[src/rtl/usec_timer_pkg.sv]
package usec_timer_pkg;
  localparam int ADDR_W = 3;

  typedef enum logic [ADDR_W-1:0] {
    A_CNT_LO = 3'd0,
    A_CNT_HI = 3'd1,
    A_CMP_LO = 3'd2,
    A_CMP_HI = 3'd3,
    A_CTRL   = 3'd4,
    A_STAT   = 3'd5
  } reg_addr_e;

  typedef struct packed {
    logic clr_on_match;
    logic enable;
  } ctrl_t;
endpackage

[src/rtl/usec_count_core.sv]
module usec_count_core #(
  parameter int CNT_W  = 64,
  parameter int WORD_W = 32,
  localparam int NW    = CNT_W / WORD_W
) (
  input  logic              clk,
  input  logic              rst_n,
  input  logic              tick,
  input  logic              enable,
  input  logic              clr_on_match,
  input  logic              match,
  input  logic [NW-1:0]     wr_en,
  input  logic [WORD_W-1:0] wr_data,
  output logic [CNT_W-1:0]  count
);
  logic [CNT_W-1:0] adv;
  logic [CNT_W-1:0] cnt_d;
  logic             wr_any;

  assign wr_any = |wr_en;

  always_comb begin
    adv = count;
    if (tick && enable) begin
      if (match && clr_on_match) adv = '0;
      else                       adv = count + 1'b1;
    end
  end

  for (genvar g = 0; g < NW; g++) begin : g_lane
    assign cnt_d[g*WORD_W +: WORD_W] =
      wr_en[g] ? wr_data :
      (wr_any ? count[g*WORD_W +: WORD_W] : adv[g*WORD_W +: WORD_W]);
  end

  always_ff @(posedge clk) begin
    if (!rst_n) count <= '0;
    else        count <= cnt_d;
  end

  // single step
  a_r2_step: assert property (@(posedge clk) disable iff (!rst_n)
    (tick && enable && !match && wr_en == '0) |=> count == $past(count) + 1'b1);
  // hold when not counting
  a_r2_hold: assert property (@(posedge clk) disable iff (!rst_n)
    (!(tick && enable) && wr_en == '0) |=> $stable(count));
  // reload to zero on event
  a_r7_reload: assert property (@(posedge clk) disable iff (!rst_n)
    (tick && enable && match && clr_on_match && wr_en == '0) |=> count == '0);
  // write wins
  a_r8_write_wins: assert property (@(posedge clk) disable iff (!rst_n)
    wr_en[0] |=> count[WORD_W-1:0] == $past(wr_data));
endmodule

[src/rtl/usec_match_unit.sv]
module usec_match_unit #(
  parameter int CNT_W  = 64,
  parameter int WORD_W = 32,
  parameter int OVF_W  = 4,
  localparam int NW    = CNT_W / WORD_W,
  localparam logic [OVF_W-1:0] OVF_MAX = '1
) (
  input  logic              clk,
  input  logic              rst_n,
  input  logic              tick,
  input  logic              enable,
  input  logic [CNT_W-1:0]  count,
  input  logic [NW-1:0]     cmp_wr_en,
  input  logic [WORD_W-1:0] wr_data,
  input  logic              irq_ack,
  output logic [CNT_W-1:0]  cmp,
  output logic              match,
  output logic              irq,
  output logic [OVF_W-1:0]  ovf
);
  assign match = tick && enable && (count == cmp);

  for (genvar g = 0; g < NW; g++) begin : g_cmp
    always_ff @(posedge clk) begin
      if (!rst_n)            cmp[g*WORD_W +: WORD_W] <= '0;
      else if (cmp_wr_en[g]) cmp[g*WORD_W +: WORD_W] <= wr_data;
    end
  end

  always_ff @(posedge clk) begin
    if (!rst_n) begin
      irq <= 1'b0;
      ovf <= '0;
    end else begin
      if (match)        irq <= 1'b1;
      else if (irq_ack) irq <= 1'b0;
      if (match && ovf != OVF_MAX) ovf <= ovf + 1'b1;
    end
  end

  // event raises irq
  a_r4_irq_set: assert property (@(posedge clk) disable iff (!rst_n)
    match |=> irq);
  // irq held until acknowledged
  a_r5_irq_hold: assert property (@(posedge clk) disable iff (!rst_n)
    (irq && !irq_ack) |=> irq);
  // counter moves only on events
  a_r6_ovf_quiet: assert property (@(posedge clk) disable iff (!rst_n)
    !match |=> $stable(ovf));
  // saturation
  a_r6_ovf_sat: assert property (@(posedge clk) disable iff (!rst_n)
    (ovf == OVF_MAX) |=> ovf == OVF_MAX);
endmodule

[src/rtl/usec_reg_bank.sv]
module usec_reg_bank
  import usec_timer_pkg::*;
#(
  parameter int CNT_W  = 64,
  parameter int WORD_W = 32,
  parameter int OVF_W  = 4,
  localparam int NW    = CNT_W / WORD_W
) (
  input  logic              clk,
  input  logic              rst_n,
  input  logic              bus_wr,
  input  logic              bus_rd,
  input  logic [ADDR_W-1:0] bus_addr,
  input  logic [WORD_W-1:0] bus_wdata,
  input  logic [CNT_W-1:0]  count,
  input  logic [CNT_W-1:0]  cmp,
  input  logic [OVF_W-1:0]  ovf,
  output logic [NW-1:0]     cnt_wr_en,
  output logic [NW-1:0]     cmp_wr_en,
  output ctrl_t             ctrl,
  output logic [WORD_W-1:0] bus_rdata
);
  localparam int CNT_BASE = int'(A_CNT_LO);
  localparam int CMP_BASE = int'(A_CMP_LO);

  logic [CNT_W-WORD_W-1:0] hi_snap;
  logic [WORD_W-1:0]       rd_mux;

  for (genvar g = 0; g < NW; g++) begin : g_dec
    assign cnt_wr_en[g] = bus_wr && (bus_addr == ADDR_W'(CNT_BASE + g));
    assign cmp_wr_en[g] = bus_wr && (bus_addr == ADDR_W'(CMP_BASE + g));
  end

  always_ff @(posedge clk) begin
    if (!rst_n)                          ctrl <= '0;
    else if (bus_wr && bus_addr == A_CTRL) ctrl <= ctrl_t'(bus_wdata[1:0]);
  end

  always_comb begin
    rd_mux = '0;
    case (bus_addr)
      A_CNT_LO: rd_mux = count[WORD_W-1:0];
      A_CNT_HI: rd_mux = hi_snap[WORD_W-1:0];
      A_CMP_LO: rd_mux = cmp[WORD_W-1:0];
      A_CMP_HI: rd_mux = cmp[2*WORD_W-1:WORD_W];
      A_CTRL:   rd_mux = {{(WORD_W-2){1'b0}}, ctrl};
      A_STAT:   rd_mux = {{(WORD_W-OVF_W){1'b0}}, ovf};
      default:  rd_mux = '0;
    endcase
  end

  always_ff @(posedge clk) begin
    if (!rst_n) begin
      bus_rdata <= '0;
      hi_snap   <= '0;
    end else if (bus_rd) begin
      bus_rdata <= rd_mux;
      if (bus_addr == A_CNT_LO) hi_snap <= count[CNT_W-1:WORD_W];
    end
  end

  // read data holds between reads
  a_r3_rd_hold: assert property (@(posedge clk) disable iff (!rst_n)
    !bus_rd |=> $stable(bus_rdata));
  // snapshot changes only on a low-word read
  a_r9_snap_stable: assert property (@(posedge clk) disable iff (!rst_n)
    !(bus_rd && bus_addr == A_CNT_LO) |=> $stable(hi_snap));
endmodule

[src/rtl/usec_timer.sv]
module usec_timer
  import usec_timer_pkg::*;
#(
  parameter int CNT_W  = 64,
  parameter int WORD_W = 32,
  parameter int OVF_W  = 4,
  localparam int NW    = CNT_W / WORD_W
) (
  input  logic              clk,
  input  logic              rst_n,
  input  logic              tick_1us,
  input  logic              bus_wr,
  input  logic              bus_rd,
  input  logic [ADDR_W-1:0] bus_addr,
  input  logic [WORD_W-1:0] bus_wdata,
  output logic [WORD_W-1:0] bus_rdata,
  input  logic              irq_ack,
  output logic              irq
);
  logic [CNT_W-1:0] count;
  logic [CNT_W-1:0] cmp;
  logic [OVF_W-1:0] ovf;
  logic [NW-1:0]    cnt_wr_en;
  logic [NW-1:0]    cmp_wr_en;
  logic             match;
  ctrl_t            ctrl;

  usec_reg_bank #(.CNT_W(CNT_W), .WORD_W(WORD_W), .OVF_W(OVF_W)) u_regs (
    .clk(clk), .rst_n(rst_n), .bus_wr(bus_wr), .bus_rd(bus_rd),
    .bus_addr(bus_addr), .bus_wdata(bus_wdata), .count(count), .cmp(cmp),
    .ovf(ovf), .cnt_wr_en(cnt_wr_en), .cmp_wr_en(cmp_wr_en), .ctrl(ctrl),
    .bus_rdata(bus_rdata)
  );

  usec_count_core #(.CNT_W(CNT_W), .WORD_W(WORD_W)) u_count (
    .clk(clk), .rst_n(rst_n), .tick(tick_1us), .enable(ctrl.enable),
    .clr_on_match(ctrl.clr_on_match), .match(match), .wr_en(cnt_wr_en),
    .wr_data(bus_wdata), .count(count)
  );

  usec_match_unit #(.CNT_W(CNT_W), .WORD_W(WORD_W), .OVF_W(OVF_W)) u_match (
    .clk(clk), .rst_n(rst_n), .tick(tick_1us), .enable(ctrl.enable),
    .count(count), .cmp_wr_en(cmp_wr_en), .wr_data(bus_wdata),
    .irq_ack(irq_ack), .cmp(cmp), .match(match), .irq(irq), .ovf(ovf)
  );

  // irq low on the first cycle after reset
  a_r1_irq_reset: assert property (@(posedge clk)
    !rst_n |=> !irq);
endmodule

[config.mk]
export PLATFORM = sky130hd
export DESIGN_NAME = usec_timer
export DESIGN_NICKNAME = d
export VERILOG_FILES = /design/src/rtl/usec_timer_pkg.sv /design/src/rtl/usec_count_core.sv /design/src/rtl/usec_match_unit.sv /design/src/rtl/usec_reg_bank.sv /design/src/rtl/usec_timer.sv
export SDC_FILE = /design/constraint.sdc
export NUM_CORES = 1
export LEC_CHECK = 0
export BUFFER_PORTS_ARGS = -buffer_cell sky130_fd_sc_hd__buf_4
export CORE_AREA = 2 2 156 158
export DETAILED_ROUTE_END_ITERATION = 7
export DIE_AREA = 0 0 158 160
export HOLD_SLACK_MARGIN = 0.08
export PLACE_DENSITY = 0.61
export SLEW_MARGIN = 20
export SYNTH_ARGS = -nofsm -noshare
export SYNTH_HDL_FRONTEND = slang
export SYNTH_SLANG_ARGS = --single-unit
[constraint.sdc]
create_clock -name clk -period 9.1 [get_ports clk]
set_clock_uncertainty 0.15 [all_clocks]
set_input_delay 0.91 -clock clk [delete_from_list [all_inputs] [get_ports clk]]
set_output_delay 0.91 -clock clk [all_outputs]
set_load 0.02 [all_outputs]
After elaboration in Yosys (flattened, before gate mapping)

Index checks and enable logic that the tools add are counted.
W data, S select, Z words.

Input bits: 41
Flip-flop bits (word level): 199
Output and inout bits: 33
Word-level logic and storage cells: 47

Equal/unequal tests: 9
Multiplexer cells: 9
Reduce and logical (&&, ||, !) cells: 17
Add/subtract/negate cells: 2

Operator list:

| operator                | count |
|---|---|
| $pmux W32 S6            | 1 |
| $mux W32                | 4 |
| $mux W64                | 2 |
| $add A64 B1 Y64 const B | 1 |
| $eq A64 B64 Y1          | 1 |
| $logic_and A1 B1 Y1     | 9 |
| $eq A3 B2 Y1 const B    | 2 |
| $eq A3 B3 Y1 const B    | 2 |
| $reduce_and A2 Y1       | 3 |
| $reduce_bool A2 Y1      | 3 |
| $add A4 B1 Y4 const B   | 1 |
| $ne A2 B1 Y1 const B    | 2 |
| $ne A4 B4 Y1 const B    | 1 |
| $eq A3 B1 Y1 const B    | 1 |
| $logic_not A3 Y1        | 1 |
| $mux W1                 | 2 |
| $reduce_or A2 Y1        | 1 |

Logic depth before layout (Yosys ltp)

Depth after elaboration: 7
Mapped depth: 11
Gate-level depth less buffers: 8

Modules after synthesis

From an unflattened synthesis, not the netlist that was laid out.

Cells, all modules: 1251
Area, all modules: 10730.3 sq um

Modules (own cells, without submodules):

| module          | area each (sq um) | seq. area each (sq um) | times used | cells each |
|---|---|---|---|---|
| usec_count_core | 3853.7            | 1281.2                 | 1          | 504 |
| usec_match_unit | 3631.0            | 1381.3                 | 1          | 382 |
| usec_reg_bank   | 3245.6            | 1321.3                 | 1          | 365 |

Least setup slack after synthesis

No wires, ideal clock.

Path kind: input to register
From: input bus_addr[1]
To: register u_count.count[14]
Cell stages on the path: 9
Path slack: 5.998 ns
Setup time: 0.123 ns
Required time: 8.827 ns
Buffers on the path: 3
Arrival: 2.829 ns
Cells stage by stage: clkbuf_1 -> nor3b_1 -> nand2_1 -> o21ai_1 -> clkbuf_1 -> clkbuf_1 -> nor2_1 -> o21ai_0 -> nor2_1

Longest elaborated chain between the ends: 5
Elaborated cells on any way between the ends: 9
Classes of those cells: eq/ne: 2; mux: 1; reduce/logical: 6

Ends and longest elaborated chain:

| element                                          | RTL line              | RTL |
|---|---|---|
| start: declaration                               | usec_timer.sv:14      | `input logic [ADDR_W-1:0] bus_addr,` |
| $eq A3 B1 Y1 or $logic_not A3 Y1 (tied branches) | usec_reg_bank.sv:30   | `assign cnt_wr_en[g] = bus_wr && (bus_addr == ADDR_W'(CNT_BASE + g));` |
| $logic_and A1 B1 Y1                              | usec_reg_bank.sv:30   |  |
| $reduce_or A2 Y1                                 | usec_count_core.sv:20 | `assign wr_any = \|wr_en;` |
| $ne A2 B1 Y1 (no source line)                    | n/a                   |  |
| $reduce_and A2 Y1 (no source line)               | n/a                   |  |
| end signal: assignment                           | usec_count_core.sv:38 | `else count <= cnt_d;` |
| end: declaration                                 | usec_count_core.sv:14 | `output logic [CNT_W-1:0] count` |

Several ways; a longest one is shown, not always the timed one.
A chain may end at the register's enable or synchronous reset.

Worst setup path after layout

From: input bus_addr[0]
To: register u_count.count[52]

The elaborated chain is that of the path after synthesis.

==> results.ini <==
[worst_hold_path]
hold_class=reg -> reg
hold_depth=2
min_from=u_regs.hi_snap[4]
min_to=u_regs.hi_snap[4]

[yosys]
synth.avg_cell_area_um2=7.46
synthesis.area_mm2=0.0104
yosys_warnings=0
yosysTopAreaCellShare=0.382
synth_cell_types=60
synth_area_leaders=dfxtp_1, a21oi_1, nand2_1, a22oi_1, clkbuf_1
synthArstFlopShare=0
syn_inst=1398
seq_area_frac_synth=0.382
ys_seq_elements=199
yosysTopAreaCell=dfxtp_1
synth_edf_count=0
synthFlopType=dfxtp_1
synth_nets=1441

[routing]
wire_per_inst_um=22.4
ant_nets=0
viasPerCell=6.24
drt-initial-drc-count=1319
dr_total_vias=10700
drc=0
first_pass_iters=6
drt-total-wl_um=38300

[die]
num_rows=57
die_height_um=160
initial_core_util=0.438
die_w_um=158
ios=74
die_area_mm2=0.0253
core_area_mm2=0.0238

[critical_path]
cp-start-kind=primary input
critPathCaptureType=flop
reg2reg_slack_ns=5.14
crit_top_cell=buf_4
r2r_cells=7
worstSetupPathType=in -> reg
crit_path_cell_trace=buf_4 > nor3_2 > buf_4 > nand2_1 > buf_4 > a21oi_1 > nand2_1 > or4b_2 > a31oi_1
slowest_stage=a21oi_1
critPathMaxStageDelay_ns=0.90
worst_ep_required_time_ns=9.32
rr_startpoint=u_count.count[8]
timing.rr.end=u_count.count[63]
critPathArrivalTime_ns=4.40
cp_max_fo=36

[sta]
layout_setup_ws_ns=4.92
final_hold_viol_count=0
finalCritPeriodShare=0.460
final_max_slew_viol_count=0
layout_min_cycle_time_ns=4.18
clock.fmax_mhz=239
setup_violations=0
fin_tns_setup_ns=0
relSlewSlack=0.280
rsz0062_at_grt=no
worst_pin_slew_ns=1.08

[clock_tree]
hold_buffers=0
cts_tree=built
cts-root-buf=clkbuf_16
clkLatencyLatePin_ns=0.46
cts_resized=0
cts_buffers=17
cts_setup_buffers=0
cts_buffer_depth=2
htree_levels=4
clock-sinks=199
clk_transition_reported_paths_ns=0.08

[placement]
post-place-ws_ns=4.59
placed_area_mm2=0.0110
gp_congestion=0.921
io_buffers=73
dp_hpwl_um=25700

[finish]
final_nets=1416
antenna_cells=0
drive_above_1_share=0.106
design_area_mm2=0.0117
area_growth_pct=11.9

[grt]
grt_max_degree=116
grt_pass1_wl_um=58400
antenna_found_initial=0
grt_util_all_layers=0.303
grt_pass1_vias=9541
grt.overflow.total=0

[flow_run]
max-cap-violations=0

[power_and_ir_drop]
power.leakage_uw=0.00414
ir_drop_mv=0.111
power_density_mw_per_mm2=170

[status]
status=complete, no violations

==> per-stage QoR <==
step                      hold slack [ns]  utilization  power (uW)  instances
after global routing                0.323        0.490        2040       1710
after detailed placement            0.296        0.463        1180       1678
final                               0.305        0.490        1980       1710
after floorplan                     0.283            -        1090       1398
after CTS                           0.308        0.490        1980       1710
after global placement              0.291        0.463        1180       1678
==> power breakdown <==
part	internal [uW]	switching, uW	total, uW	leakage [uW]
Sequential	897	50.1	947	0.00161
Combinational	78.9	143	222	0.00222
Clock	403	412	814	0.000306
==> cell type report <==
cell class              count  area [um2]
repair buffers             91         683
multi-input cells        1055        5930
inverters                   9        38.8
well taps                 324         405
flip-flops and latches    199        3980
clock inverters            15         203
clock buffers              17         425
fillers                  2431       12200
==> worst max path at each step <==
| stage | startpoint | endpoint | slack (ns) |
|---|---|---|---|
| after global routing | bus_addr[0] | u_count.count[52] | 4.76 |
| final | bus_addr[0] | u_count.count[52] | 4.92 |
| after CTS | bus_addr[0] | u_count.count[41] | 5.05 |
| after detailed placement | bus_addr[0] | u_count.count[40] | 4.59 |
| after global placement | bus_addr[0] | u_count.count[52] | 4.68 |
| after floorplan | bus_addr[1] | u_count.count[14] | 6.00 |
==> cells in the mapped netlist, types with 7 or more instances <==
cell type    n
inv_1        8
xnor2_1     23
and2_1      10
nor2_1      64
buf_2        8
and4_1       7
and3_1      22
nor4_1      31
o21ai_0     37
o211ai_1    10
nand3_1     64
xor2_1      45
nand4_1     42
a22oi_1     89
nor3_1      16
a31oi_1     22
clkbuf_1   120
dfxtp_1    199
a21oi_1    239
nand2_1    249
==> placed cells by master, fill, tap and decap left out, types with 3 or more instances in the layout <==
cell / count
clkbuf_16: 17
and2_1: 9
a22oi_1: 89
or4_1: 4
a221oi_1: 6
or4b_2: 3
a21o_1: 4
a311oi_1: 4
mux2i_1: 6
nand4_1: 42
and4_1: 7
o211ai_1: 10
nor4_1: 31
xor2_1: 45
dfxtp_1: 199
inv_8: 5
nor3_1: 15
nand3_1: 64
nand2_1: 247
nand2b_1: 5
inv_1: 8
a21oi_1: 239
a21boi_0: 3
inv_6: 3
o21ai_0: 37
clkinv_8: 4
a211oi_1: 5
a31oi_1: 22
mux2_2: 4
nor2b_1: 3
xnor2_1: 23
buf_4: 91
nand4b_1: 4
nor2_1: 64
and3_1: 22
==> critical path: cells and delay by family <==
| kind | cells | cell delay, ns |
|---|---|---|
| buffers and inverters | 3 | 0.88 |
| AND/OR/NAND/NOR | 4 | 1.51 |
| AO/OA/AOI/OAI | 2 | 1.08 |
==> sequential cells by signal, indices dropped and copies added (netlist names) <==
register	count
u_count.count	64
u_match.cmp	64
u_regs.bus_rdata	32
u_regs.hi_snap	32
u_match.ovf	4
u_regs.ctrl	2
u_match.irq	1
==> cell families (layout without fill, tap and decap cells) <==
group,after synthesis,after routing,share of synthesized area
and+or+nand+nor,540,540,0.247
xor gates and xnor gates,68,68,0.0571
muxes,11,11,0.0122
DFF,199,199,0.382
adders and majority gates,2,2,0.00240
AOI/OAI and AO/OA,434,434,0.246
buffers and inverters,144,132,0.0529
==> metal layers <==
layer	GRT usage	wire length, um	part of all wire
met5	0	0	0
met4	0.144	2030	0.053
met3	0.0589	3300	0.086
met2	0.447	16700	0.44
met1	0.424	16300	0.43
No activity file was read; power rests on OpenSTA's default activity.
